File: src/rtl/cc_timer_pkg.sv
package cc_timer_pkg;
  localparam int CTRL_W = 10;

  typedef enum logic [1:0] {
    CLR_NONE = 2'b00,
    CLR_ON_A = 2'b01,
    CLR_ON_B = 2'b10,
    CLR_SYNC = 2'b11
  } clr_sel_e;

  typedef enum logic [1:0] {
    REG_CTRL = 2'd0,
    REG_CNT  = 2'd1,
    REG_A    = 2'd2,
    REG_B    = 2'd3
  } reg_sel_e;

  typedef struct packed {
    logic     sync;
    logic     pwm;
    logic     b_fall;
    logic     a_fall;
    logic     b_cap;
    logic     a_cap;
    logic     ext_evt;
    logic     run;
    clr_sel_e clr_sel;
  } ch_ctrl_t;
endpackage

File: src/rtl/cc_sync_edge.sv
module cc_sync_edge (
  input  logic clk_i,
  input  logic rst_ni,
  input  logic d_i,
  output logic rise_o,
  output logic fall_o
);
  logic [2:0] sh_q;

  always_ff @(posedge clk_i or negedge rst_ni) begin
    if (!rst_ni) sh_q <= '0;
    else         sh_q <= {sh_q[1:0], d_i};
  end

  assign rise_o = sh_q[1] & ~sh_q[2];
  assign fall_o = ~sh_q[1] & sh_q[2];
endmodule

File: src/rtl/cc_channel.sv
module cc_channel
  import cc_timer_pkg::*;
#(
  parameter int W = 16
) (
  input  logic         clk_i,
  input  logic         rst_ni,
  input  logic         clk_en_i,
  input  ch_ctrl_t     ctrl_i,
  input  logic         ld_cnt_i,
  input  logic         wr_a_i,
  input  logic         wr_b_i,
  input  logic [W-1:0] wdata_i,
  input  logic         cap_a_i,
  input  logic         cap_b_i,
  input  logic         evt_i,
  input  logic         sync_clr_i,
  output logic [W-1:0] cnt_o,
  output logic [W-1:0] ra_o,
  output logic [W-1:0] rb_o,
  output logic         tick_o,
  output logic         mat_a_o,
  output logic         mat_b_o,
  output logic         own_clr_o,
  output logic         clr_o,
  output logic         out_a_o,
  output logic         out_b_o
);
  logic a_rise, a_fall, b_rise, b_fall, e_rise, e_fall;
  logic [W-1:0] cnt_q, ra_q, rb_q;
  logic out_a_q, out_b_q;
  logic cmp_a, cmp_b, cap_a_hit, cap_b_hit;

  cc_sync_edge u_sync_a (.clk_i, .rst_ni, .d_i(cap_a_i), .rise_o(a_rise), .fall_o(a_fall));
  cc_sync_edge u_sync_b (.clk_i, .rst_ni, .d_i(cap_b_i), .rise_o(b_rise), .fall_o(b_fall));
  cc_sync_edge u_sync_e (.clk_i, .rst_ni, .d_i(evt_i),   .rise_o(e_rise), .fall_o(e_fall));

  // pwm forces both registers to compare
  assign cmp_a = ctrl_i.pwm | ~ctrl_i.a_cap;
  assign cmp_b = ctrl_i.pwm | ~ctrl_i.b_cap;

  assign tick_o  = ctrl_i.run & (ctrl_i.ext_evt ? e_rise : clk_en_i);
  assign mat_a_o = tick_o & cmp_a & (cnt_q == ra_q);
  assign mat_b_o = tick_o & cmp_b & (cnt_q == rb_q);

  assign own_clr_o = (ctrl_i.clr_sel == CLR_ON_A && mat_a_o) ||
                     (ctrl_i.clr_sel == CLR_ON_B && mat_b_o);
  assign clr_o = own_clr_o | (ctrl_i.sync & (ctrl_i.clr_sel == CLR_SYNC) & sync_clr_i);

  assign cap_a_hit = ~cmp_a & (ctrl_i.a_fall ? a_fall : a_rise);
  assign cap_b_hit = ~cmp_b & (ctrl_i.b_fall ? b_fall : b_rise);

  always_ff @(posedge clk_i or negedge rst_ni) begin
    if (!rst_ni) begin
      cnt_q <= '0;
    end else if (ld_cnt_i) begin
      cnt_q <= wdata_i;
    end else if (clr_o) begin
      cnt_q <= '0;
    end else if (tick_o) begin
      cnt_q <= cnt_q + W'(1);
    end
  end

  always_ff @(posedge clk_i or negedge rst_ni) begin
    if (!rst_ni) begin
      ra_q <= '0;
      rb_q <= '0;
    end else begin
      if (cap_a_hit)   ra_q <= cnt_q;
      else if (wr_a_i) ra_q <= wdata_i;
      if (cap_b_hit)   rb_q <= cnt_q;
      else if (wr_b_i) rb_q <= wdata_i;
    end
  end

  always_ff @(posedge clk_i or negedge rst_ni) begin
    if (!rst_ni) begin
      out_a_q <= 1'b0;
      out_b_q <= 1'b0;
    end else if (ctrl_i.pwm) begin
      // set has priority: equal A and B give full duty
      if (mat_a_o)      out_a_q <= 1'b1;
      else if (mat_b_o) out_a_q <= 1'b0;
    end else begin
      if (mat_a_o) out_a_q <= ~out_a_q;
      if (mat_b_o) out_b_q <= ~out_b_q;
    end
  end

  assign cnt_o   = cnt_q;
  assign ra_o    = ra_q;
  assign rb_o    = rb_q;
  assign out_a_o = out_a_q;
  assign out_b_o = out_b_q;
endmodule

File: src/rtl/cc_timer_top.sv
module cc_timer_top
  import cc_timer_pkg::*;
#(
  parameter int NCH = 2,
  parameter int W   = 16,
  localparam int CHW = (NCH > 1) ? $clog2(NCH) : 1,
  localparam int AW  = CHW + 2
) (
  input  logic           clk_i,
  input  logic           rst_ni,
  input  logic           clk_en_i,
  input  logic           wr_en_i,
  input  logic [AW-1:0]  addr_i,
  input  logic [W-1:0]   wdata_i,
  output logic [W-1:0]   rdata_o,
  input  logic [NCH-1:0] cap_a_i,
  input  logic [NCH-1:0] cap_b_i,
  input  logic [NCH-1:0] evt_i,
  output logic [NCH-1:0] out_a_o,
  output logic [NCH-1:0] out_b_o
);
  logic [CHW-1:0] ch_idx;
  reg_sel_e       reg_sel;
  ch_ctrl_t       ctrl_q [NCH];

  logic [NCH-1:0][W-1:0] cnt_w, ra_w, rb_w;
  logic [NCH-1:0] cnt_hit_w, sync_mask_w, ld_w, tick_w, mat_a_w, mat_b_w;
  logic [NCH-1:0] own_clr_w, clr_w, pwm_w;
  logic sync_wr, sync_clr;

  assign ch_idx  = addr_i[AW-1:2];
  assign reg_sel = reg_sel_e'(addr_i[1:0]);

  assign sync_wr  = |(cnt_hit_w & sync_mask_w);
  assign sync_clr = |(own_clr_w & sync_mask_w);

  for (genvar g = 0; g < NCH; g++) begin : g_ch
    logic hit;
    assign hit            = wr_en_i & (ch_idx == CHW'(g));
    assign cnt_hit_w[g]   = hit & (reg_sel == REG_CNT);
    assign sync_mask_w[g] = ctrl_q[g].sync;
    assign pwm_w[g]       = ctrl_q[g].pwm;
    assign ld_w[g]        = cnt_hit_w[g] | (sync_wr & ctrl_q[g].sync);

    always_ff @(posedge clk_i or negedge rst_ni) begin
      if (!rst_ni)                            ctrl_q[g] <= '0;
      else if (hit && reg_sel == REG_CTRL)    ctrl_q[g] <= ch_ctrl_t'(wdata_i[CTRL_W-1:0]);
    end

    cc_channel #(.W(W)) u_ch (
      .clk_i      (clk_i),
      .rst_ni     (rst_ni),
      .clk_en_i   (clk_en_i),
      .ctrl_i     (ctrl_q[g]),
      .ld_cnt_i   (ld_w[g]),
      .wr_a_i     (hit & (reg_sel == REG_A)),
      .wr_b_i     (hit & (reg_sel == REG_B)),
      .wdata_i    (wdata_i),
      .cap_a_i    (cap_a_i[g]),
      .cap_b_i    (cap_b_i[g]),
      .evt_i      (evt_i[g]),
      .sync_clr_i (sync_clr),
      .cnt_o      (cnt_w[g]),
      .ra_o       (ra_w[g]),
      .rb_o       (rb_w[g]),
      .tick_o     (tick_w[g]),
      .mat_a_o    (mat_a_w[g]),
      .mat_b_o    (mat_b_w[g]),
      .own_clr_o  (own_clr_w[g]),
      .clr_o      (clr_w[g]),
      .out_a_o    (out_a_o[g]),
      .out_b_o    (out_b_o[g])
    );
  end

  always_comb begin
    rdata_o = '0;
    for (int i = 0; i < NCH; i++) begin
      if (ch_idx == CHW'(i)) begin
        unique case (reg_sel)
          REG_CTRL: rdata_o = W'(ctrl_q[i]);
          REG_CNT:  rdata_o = cnt_w[i];
          REG_A:    rdata_o = ra_w[i];
          REG_B:    rdata_o = rb_w[i];
        endcase
      end
    end
  end
endmodule

File: config.mk
export PLATFORM = sky130hd
export DESIGN_NAME = cc_timer_top
export DESIGN_NICKNAME = d
export VERILOG_FILES = /design/src/rtl/cc_timer_pkg.sv /design/src/rtl/cc_sync_edge.sv /design/src/rtl/cc_channel.sv /design/src/rtl/cc_timer_top.sv
export SDC_FILE = /design/constraint.sdc
export NUM_CORES = 1
export LEC_CHECK = 0
export ABC_AREA = 1
export BUFFER_PORTS_ARGS = -buffer_cell sky130_fd_sc_hd__buf_2
export CAP_MARGIN = 20
export CORE_UTILIZATION = 50
export DETAILED_ROUTE_END_ITERATION = 7
export PLACE_DENSITY = 0.74
export SETUP_SLACK_MARGIN = 0.1
export SYNTH_ARGS = -nofsm -noshare
export SYNTH_HDL_FRONTEND = slang
export SYNTH_SLANG_ARGS = --single-unit
export TNS_END_PERCENT = 5
File: constraint.sdc
create_clock -name clk_i -period 2.55 [get_ports clk_i]
set_clock_uncertainty 0.15 [all_clocks]
set_input_delay 0.51 -clock clk_i [delete_from_list [all_inputs] [get_ports clk_i]]
set_output_delay 0.51 -clock clk_i [all_outputs]
set_load 0.05 [all_outputs]
=== After elaboration in Yosys (flattened, before gate mapping) ===
Cells that the tools add are included.

* Muxes and demuxes: 31
* Add/subtract/negate cells: 2
* Reduce and logical (&&, ||, !) cells: 25
* Equal/unequal tests: 13
* Bitwise gates (word level): 73

{| class="wikitable"
|+ Operators with widths
! kind !! count
|-
| 2-to-1 mux 16 bit || 15
|-
| one-hot mux 16 bit (4 select lines) || 2
|-
| == test 16 bit || 4
|-
| bitwise AND 1 bit || 38
|-
| adder 16 x 1 -> 16 bit, second input constant || 2
|-
| NOT 1 bit || 25
|-
| nonzero test 2 bit || 8
|-
| 2-to-1 mux 1 bit || 14
|-
| == test 2 bit, second input constant || 6
|-
| bitwise OR 1 bit || 8
|-
| AND reduction 2 bit || 4
|-
| == test 2 x 1 -> 1 bit, second input constant || 3
|-
| logical AND 1 bit || 6
|-
| nonzero test 3 bit || 2
|-
| bitwise AND 2 bit || 2
|-
| OR reduction 2 bit || 2
|-
| zero test 2 bit || 1
|-
| logical OR 1 bit || 2
|}

* Word-level logic and storage cells: 178
* Bits of input ports: 29
* Output and inout bits: 20
* Register bits after elaboration: 138

=== Longest topological paths before layout ===
Gate-level depths: netlist (run 1).

* Word-level depth: 14
* Mapped depth: 16
* Depth with buffers taken out: 13

=== By module ===
From an unflattened synthesis (run 1), not the netlist that was laid out.

* Cells, all modules: 1467
* Area, all modules: 9875.7 um^2

{| class="wikitable"
|+ Modules (own cells, without submodules)
! module !! instances !! area each (um^2) !! seq. area each (um^2) !! cells each
|-
| cc_channel || 2 || 3707.3 || 1251.2 || 546
|-
| cc_timer_top || 1 || 1920.6 || 500.5 || 333
|-
| cc_sync_edge || 6 || 90.1 || 75.1 || 7
|}

=== Worst setup path before layout (run 1) ===
OpenSTA, ideal clock, no wires.

* Path type: input-to-output
* Start: input addr_i[1]
* End: output rdata_o[12]
* Arrival time: 2.622 ns
* Path buffers: 3
* Setup slack: -0.732 ns
* Stages on the path: 9
* Required time: 1.890 ns
* Cells stage by stage: buf_2 inv_1 nor2_1 inv_2 buf_2 buf_1 o22ai_1 a21oi_1 o21ai_0

* Longest elaborated chain between the ends: 3
* Elaborated cells on any way between the ends: 7
* Those cells by class: 3 x eq/ne; 3 x mux; 1 x reduce/logical

{| class="wikitable"
|+ Ends and longest elaborated chain
! element !! RTL line !! RTL
|-
| from (decl) || cc_timer_top.sv:13 || <nowiki>input logic [AW-1:0] addr_i,</nowiki>
|-
| == test 2 bit, or another cell as far along || cc_timer_top.sv:80 || <nowiki>unique case (reg_sel)</nowiki>
|-
| one-hot mux 16 bit (4 select lines) || cc_timer_top.sv:80 ||
|-
| 2-to-1 mux 16 bit * || cc_timer_top.sv:79 || <nowiki>if (ch_idx == CHW'(i)) begin</nowiki>
|-
| to (decl) || cc_timer_top.sv:15 || <nowiki>output logic [W-1:0] rdata_o,</nowiki>
|}

Mark *: on every way between the ends. The rest lies on a longest branch, timed or not.

=== Final worst setup path (run 1) ===
* Start: input addr_i[1]
* End: output rdata_o[1]

Same word-level chain as after synthesis.

==> flow_summary.json, run 1 <==
{
  "core-area_um2": 17200,
  "drt-vias-per-instance": 5.94,
  "cts_tree": "done",
  "start_util_pct": 50.9,
  "seqCellArea_um2": 3470,
  "cts.sink_count": 138,
  "rsz0062_at_grt": "true",
  "cp.arrival_ns": 1.78,
  "multi_input_area_um2": 4550,
  "port_buffers": 48,
  "layout-drive-gt1-share_pct": 16.4,
  "hold_viol_final": 0,
  "postRouteWirelength_mm": 29.2,
  "critPathLaunchType": "input pin",
  "max_slew_margin_pct": 49.2,
  "grt_pass1_vias": 8211,
  "finalSetupViolCount": 0,
  "p_leak_nw": 5.02,
  "worstMarginPinSlew_ns": 0.761,
  "routed.top_layer": "met5",
  "ys_types": 38,
  "cts_setup_buffers": 0,
  "ios": 49,
  "drc": 1,
  "post-place-ws_ns": 0.0782,
  "async_flop_share_pct": 100,
  "die_x_um": 134,
  "slew_viol_final": 0,
  "clk_path_buf_depth": 2,
  "ir_drop_uv": 573,
  "die_h_um": 134,
  "max_clock_freq_ghz": 0.409,
  "criticalPathCategory": "in -> out",
  "r2r_slack_ns": 0.18,
  "ys_seq_elements": 138,
  "synthCells": 1222,
  "syn_area_um2": 8780,
  "end_kind": "output port",
  "h-tree-depth": 4,
  "synth_edf_count": 0,
  "powerDensity_nw_per_um2": 1080,
  "met3_length_mm": 2.82,
  "fillers": 1549,
  "clk_transition_reported_paths_ns": 0.06,
  "violations": "design-rule violations",
  "syn2layout_area_growth_pct": 17.0,
  "required_ns": 1.89,
  "cp-endpoint": "rdata_o[1]",
  "grt_pass1_wl_mm": 46.0,
  "reg2reg_to": "g_ch[1].u_ch.cnt_o[10]",
  "avgSynthCellArea_um2": 7.18,
  "die_area_um2": 18100,
  "dr_wl_met2_mm": 12.6,
  "clkLatencyLatePin_ns": 0.42,
  "critPathMaxFanout": 18,
  "num_antenna_cells": 0,
  "synth_fp_nets": 1253,
  "r2r_start": "g_ch[0].u_ch.cnt_o[10]",
  "track_usage_pct": 33.7,
  "finalCritPeriodShare_pct": 95.9,
  "gp_congestion": 1.00,
  "setup_tns_ns": 0,
  "drt-initial-drc-count": 1123,
  "vias": 8930,
  "fin_nets": 1297,
  "cts-root-buf": "clkbuf_16",
  "synth_ff_type": "dfrtp_1",
  "ff2ff_path_depth": 13,
  "hpwl_mm": 21.6,
  "numCtsBuffers": 17,
  "hp-class": "in -> reg",
  "grt_max_degree": 49,
  "ys.warnings.count": 0,
  "dr.pass1.iters": 7,
  "overflow": 0,
  "antenna_found_initial": 1,
  "ys_seq_area_share_pct": 39.3,
  "period_needed_ns": 2.44,
  "m1WireLength_mm": 12.8,
  "status": "complete, but fails checks",
  "crit_path_start": "addr_i[1]",
  "drtAntennaViolNets": 0,
  "cap_violations": 0,
  "wl_per_cell_um": 19.5,
  "std_cell_rows": 48,
  "setup_slack_ns": 0.105
}
-- layout by cell type, fill, tap and decap left out, types with 8 or more instances in the layout --
cell and instances:
buf_4 47, nand2_1 373, buf_2 36, nand3_1 109
a21oi_1 16, o22ai_1 23, nand3_2 10, nor2_1 64
nand4_1 18, inv_2 18, nor3_1 14, inv_1 137
clkbuf_16 17, a221oi_2 9, o21ai_0 51, xor2_1 30
dfrtp_1 124, dfrtp_2 14, o21ai_2 8, o221ai_1 68
-- routing by layer --
metal / track usage (%) / vias to the layer above
met4: 13.2 / 2
met2: 49.3 / 469
met1: 48.2 / 4212
met5: 0 / -
met3: 7.66 / 71
li1: - / 4176
-- critical path: stages --
cell      delay (ns)
buf_2           0.13
nand2_1         0.09
buf_4           0.25
o22ai_1         0.12
a221oi_1        0.31
o22ai_2         0.13
clkbuf_4        0.23
-- stage by stage --
step	hold slack [ns]	power [mW]	cell area [um2]	utilization, %	instances
after CTS	0.0305	10.9	10100	58.8	1503
after detailed placement	0.186	8.30	9530	55.3	1471
after global placement	0.183	8.21	9510	55.2	1470
final	0.0411	11.1	10300	59.6	1503
after floorplan	0.0644	6.87	8900	-	1222
after global routing	0.0302	11.8	10300	59.6	1503
-- cell usage after synthesis, types with 2 or more instances --
cell type	instances	area, um2
nand2_1	374	1400
inv_1	139	522
dfrtp_1	138	3450
nand3_1	110	551
o221ai_1	68	596
nor2_1	65	244
o21ai_0	62	310
clkbuf_1	31	116
xor2_1	30	263
o22ai_1	29	181
buf_2	28	140
nand4_1	18	113
a21oi_1	17	85.1
inv_2	15	56.3
nor3_1	14	70.1
a221oi_1	13	114
buf_4	11	82.6
nand3_2	9	90.1
nor4_1	7	43.8
o211ai_1	5	37.5
xnor2_1	5	43.8
o21ai_1	4	20.0
or3b_1	4	35.0
buf_6	3	33.8
nor2_2	3	18.8
buf_1	2	7.51
clkbuf_2	2	10.0
ha_1	2	25.0
nand2_2	2	12.5
o2111ai_1	2	17.5
o21ai_2	2	17.5
or2_2	2	12.5
-- state kept, by name, summed over array words and instances (netlist names) --
signal / cells
g_ch.u_ch.rb_o: 32
g_ch.u_ch.out_a_o: 2
g_ch.u_ch.cnt_o: 32
g_ch.u_ch.u_sync_e.sh_q: 6
g_ch.u_ch.out_b_o: 2
g_ch.u_ch.u_sync_a.sh_q: 6
ctrl_q: 20
g_ch.u_ch.ra_o: 32
g_ch.u_ch.u_sync_b.sh_q: 6
-- power by group --
part / internal (mW) / total (mW) / switching (mW)
Clock: 1.60 / 2.54 / 0.931
Sequential: 2.93 / 3.75 / 0.820
Combinational: 1.69 / 4.81 / 3.12
-- logic make-up after synthesis --
group | after synthesis | share of synthesized area [%]
simple gates | 610 | 29.7
buf+inv | 232 | 11.1
compound gates | 204 | 16.0
flops | 138 | 39.3
xor+xnor | 35 | 3.49
fa+ha+maj | 2 | 0.285
mux | 1 | 0.114
-- what timing repair did --
| action | in CTS | in global routing |
|---|---|---|
| hold endpoints to repair | 45 | 0 |
| gates cloned | 0 | 0 |
| gates resized for setup | 4 | 48 |
| hold buffers | 1 | 0 |
| endpoints found under the setup margin | 9 | 47 |
-- worst min path at each step --
stage	startpoint	to	depth (start not counted)
finish	evt_i[1]	g_ch[1].u_ch.u_sync_e.sh_q[0]	1
global route	cap_a_i[0]	g_ch[0].u_ch.u_sync_a.sh_q[0]	1
CTS	evt_i[1]	g_ch[1].u_ch.u_sync_e.sh_q[0]	1
detailed placement	g_ch[1].u_ch.u_sync_e.sh_q[0]	g_ch[1].u_ch.u_sync_e.sh_q[1]	0
global placement	g_ch[0].u_ch.u_sync_b.sh_q[0]	g_ch[0].u_ch.u_sync_b.sh_q[1]	0
floorplan	rst_ni	ctrl_q[0]	0
-- area by class of cell --
type,count,share of cell area (%)
multi-input combinational,852,44.3
clock inverter,8,1.15
clock buffer,23,4.65
inverter,155,5.67
tap,225,2.74
timing repair buffer,102,7.68
sequential,138,33.8
Power figures use the tool's default switching activity.
==> run 2: changes to the inputs <==
--- a/config.mk
+++ b/config.mk
@@ -8,9 +8,9 @@
 export ABC_AREA = 1
 export BUFFER_PORTS_ARGS = -buffer_cell sky130_fd_sc_hd__buf_2
 export CAP_MARGIN = 20
-export CORE_UTILIZATION = 50
+export CORE_UTILIZATION = 39
 export DETAILED_ROUTE_END_ITERATION = 7
-export PLACE_DENSITY = 0.74
+export PLACE_DENSITY = 0.62
 export SETUP_SLACK_MARGIN = 0.1
 export SYNTH_ARGS = -nofsm -noshare
 export SYNTH_HDL_FRONTEND = slang
==> run 2 against run 1 <==
  * The flow still finishes with violations (design-rule violations)
  * Combinational power rose by 3%
  * Register-to-register slack got worse by 0.02 ns
  * Maximum frequency barely moved
  * Worst setup slack barely moved
  * Critical endpoint is now rdata_o[0]
  * Highest routed layer is now met4
==> flow_summary.json, run 2 (synthesized netlist as in run 1, its figures left out) <==
{
  "postRouteWirelength_mm": 30.2,
  "syn2layout_area_growth_pct": 18.9,
  "grt_pass1_wl_mm": 47.5,
  "drt-vias-per-instance": 5.67,
  "stdcell_count": 1572,
  "layout-drive-gt1-share_pct": 17.3,
  "setup_slack_ns": 0.105,
  "crit_path_start": "addr_i[1]",
  "combPwrFrac_pct": 43.9,
  "cts_tree": "done",
  "hp-class": "in -> reg",
  "cp_slowest_cell": "clkbuf_4",
  "post_dp_cell_area_um2": 9650,
  "clk_transition_reported_paths_ns": 0.06,
  "drtAntennaViolNets": 0,
  "die_area_um2": 23100,
  "crit_family": "buffers and inverters",
  "grt_use_met3_pct": 4.93,
  "design_area_um2": 10400,
  "period_needed_ns": 2.44,
  "worstMarginPinSlew_ns": 0.870,
  "finalSetupViolCount": 0,
  "clk_path_buf_depth": 2,
  "switching_share_pct": 44.2,
  "critPathMaxFanout": 9,
  "pwr-share-seq_pct": 32.8,
  "hold_viol_final": 0,
  "vias": 8915,
  "port_buffers": 48,
  "drc": 16,
  "placedCellCount": 1537,
  "use_met2_pct": 40.2,
  "holdWs_ns": 0.0304,
  "p_int_mw": 6.28,
  "slew_viol_final": 0,
  "p_leak_nw": 5.05,
  "required_ns": 1.89,
  "end_kind": "output port",
  "cts.sink_count": 138,
  "drt-initial-drc-count": 1048,
  "post-place-ws_ns": 0.0282,
  "r2r_start": "ctrl_q[8]",
  "start_util_pct": 40.0,
  "utilization_pct": 47.5,
  "cp.arrival_ns": 1.78,
  "max_slew_margin_pct": 42.0,
  "crit_chain": "buf_2, inv_1, nor2_2, inv_2, buf_4, o22ai_1, a221oi_2, mux2i_4, clkbuf_4",
  "h-tree-depth": 4,
  "max_clock_freq_ghz": 0.409,
  "overflow": 0,
  "dr.pass1.iters": 8,
  "ios": 49,
  "ir_drop_uv": 477,
  "numCtsBuffers": 17,
  "final_cell_mix": "nand2_1, inv_1, dfrtp_1",
  "track_usage_pct": 26.7,
  "pwr-share-clk_pct": 23.2,
  "grt_busiest_layer": "met2",
  "gp_congestion": 0.969,
  "rsz0062_at_grt": "true",
  "finalCritPeriodShare_pct": 95.9,
  "fin_nets": 1309,
  "critPathLaunchType": "input pin",
  "status": "complete, but fails checks",
  "die_h_um": 152,
  "wl_per_cell_um": 19.2,
  "die_x_um": 152,
  "cpPeakStageDelay_ns": 0.26,
  "cts-root-buf": "clkbuf_16",
  "criticalPathCategory": "in -> out",
  "antenna_found_initial": 1,
  "setup_tns_ns": 0,
  "clkLatencyLatePin_ns": 0.43,
  "core-area_um2": 22000,
  "use_met1_pct": 38.5,
  "grt_max_degree": 45,
  "power_mw": 11.3,
  "std_cell_rows": 54,
  "switchingPower_mw": 4.98,
  "cap_violations": 0,
  "violations": "design-rule violations",
  "final_common_cell": "nand2_1",
  "hpwl_mm": 22.6,
  "hp-start": "evt_i[1]",
  "powerDensity_nw_per_um2": 1080,
  "grt_pass1_vias": 8057,
  "critPathBufInv": 5
}
run 2: changes by cell type in the layout (fill, tap and decap cells not counted), moves of 2 or more:
cell / delta
clkinvlp_4: +6
a221oi_1: +2
buf_12: -2
nor2_2: +6
buf_4: +19
dfrtp_1: +4
clkbuf_1: -2
dfrtp_2: -4
buf_2: -5
nor2_1: -6
a221oi_2: -2
run 2: what timing repair did:
| action | 4_1_cts | 5_1_grt |
|---|---|---|
| endpoints found under the hold margin | 39 | 0 |
| gates cloned | 0 | 1 |
| resized for setup | 7 | 53 |
| setup buffers | 0 | 0 |
| setup endpoints to repair | 16 | 45 |
| hold buffers | 1 | 0 |
run 2: area by class of cell:
class	instances	area (um2)
Fill cell	2143	11500
Sequential cell	138	3470
Clock inverter	11	144
Timing Repair Buffer	113	858
Timing Repair inverter	1	7.51
Tap cell	280	350
Inverter	155	589
Multi-Input combinational cell	852	4550
Antenna cell	1	2.50
Clock buffer	21	470
run 2: power by group through the flow:
stage / clock network (mW) / registers (mW) / logic, mW
2_1_floorplan: 0 / 3.33 / 3.53
3_3_place_gp: 0 / 3.68 / 4.68
3_5_place_dp: 0 / 3.68 / 4.72
4_1_cts: 2.63 / 3.65 / 4.75
5_1_grt: 2.73 / 3.79 / 5.45
6_report: 2.62 / 3.70 / 4.95
run 2: worst paths after layout:
check	cells past startpoint	slack [ns]	endpoint
hold reg to reg	0	0.20	g_ch[1].u_ch.u_sync_b.sh_q[1]
max in group asynchronous	3	1.16	g_ch[1].u_ch.cnt_o[10]
setup / recovery	9	0.11	rdata_o[0]
hold / removal	1	0.03	g_ch[1].u_ch.u_sync_e.sh_q[0]
setup reg to reg	14	0.16	g_ch[0].u_ch.cnt_o[13]
min in group asynchronous	2	0.43	g_ch[1].u_ch.cnt_o[5]
run 2: per-layer routing:
| metal | wire length (um) | up-vias |
|---|---|---|
| li1 | - | 4197 |
| met1 | 13500 | 4229 |
| met2 | 13200 | 455 |
| met3 | 2860 | 34 |
| met4 | 528 | 0 |
| met5 | 0 | - |
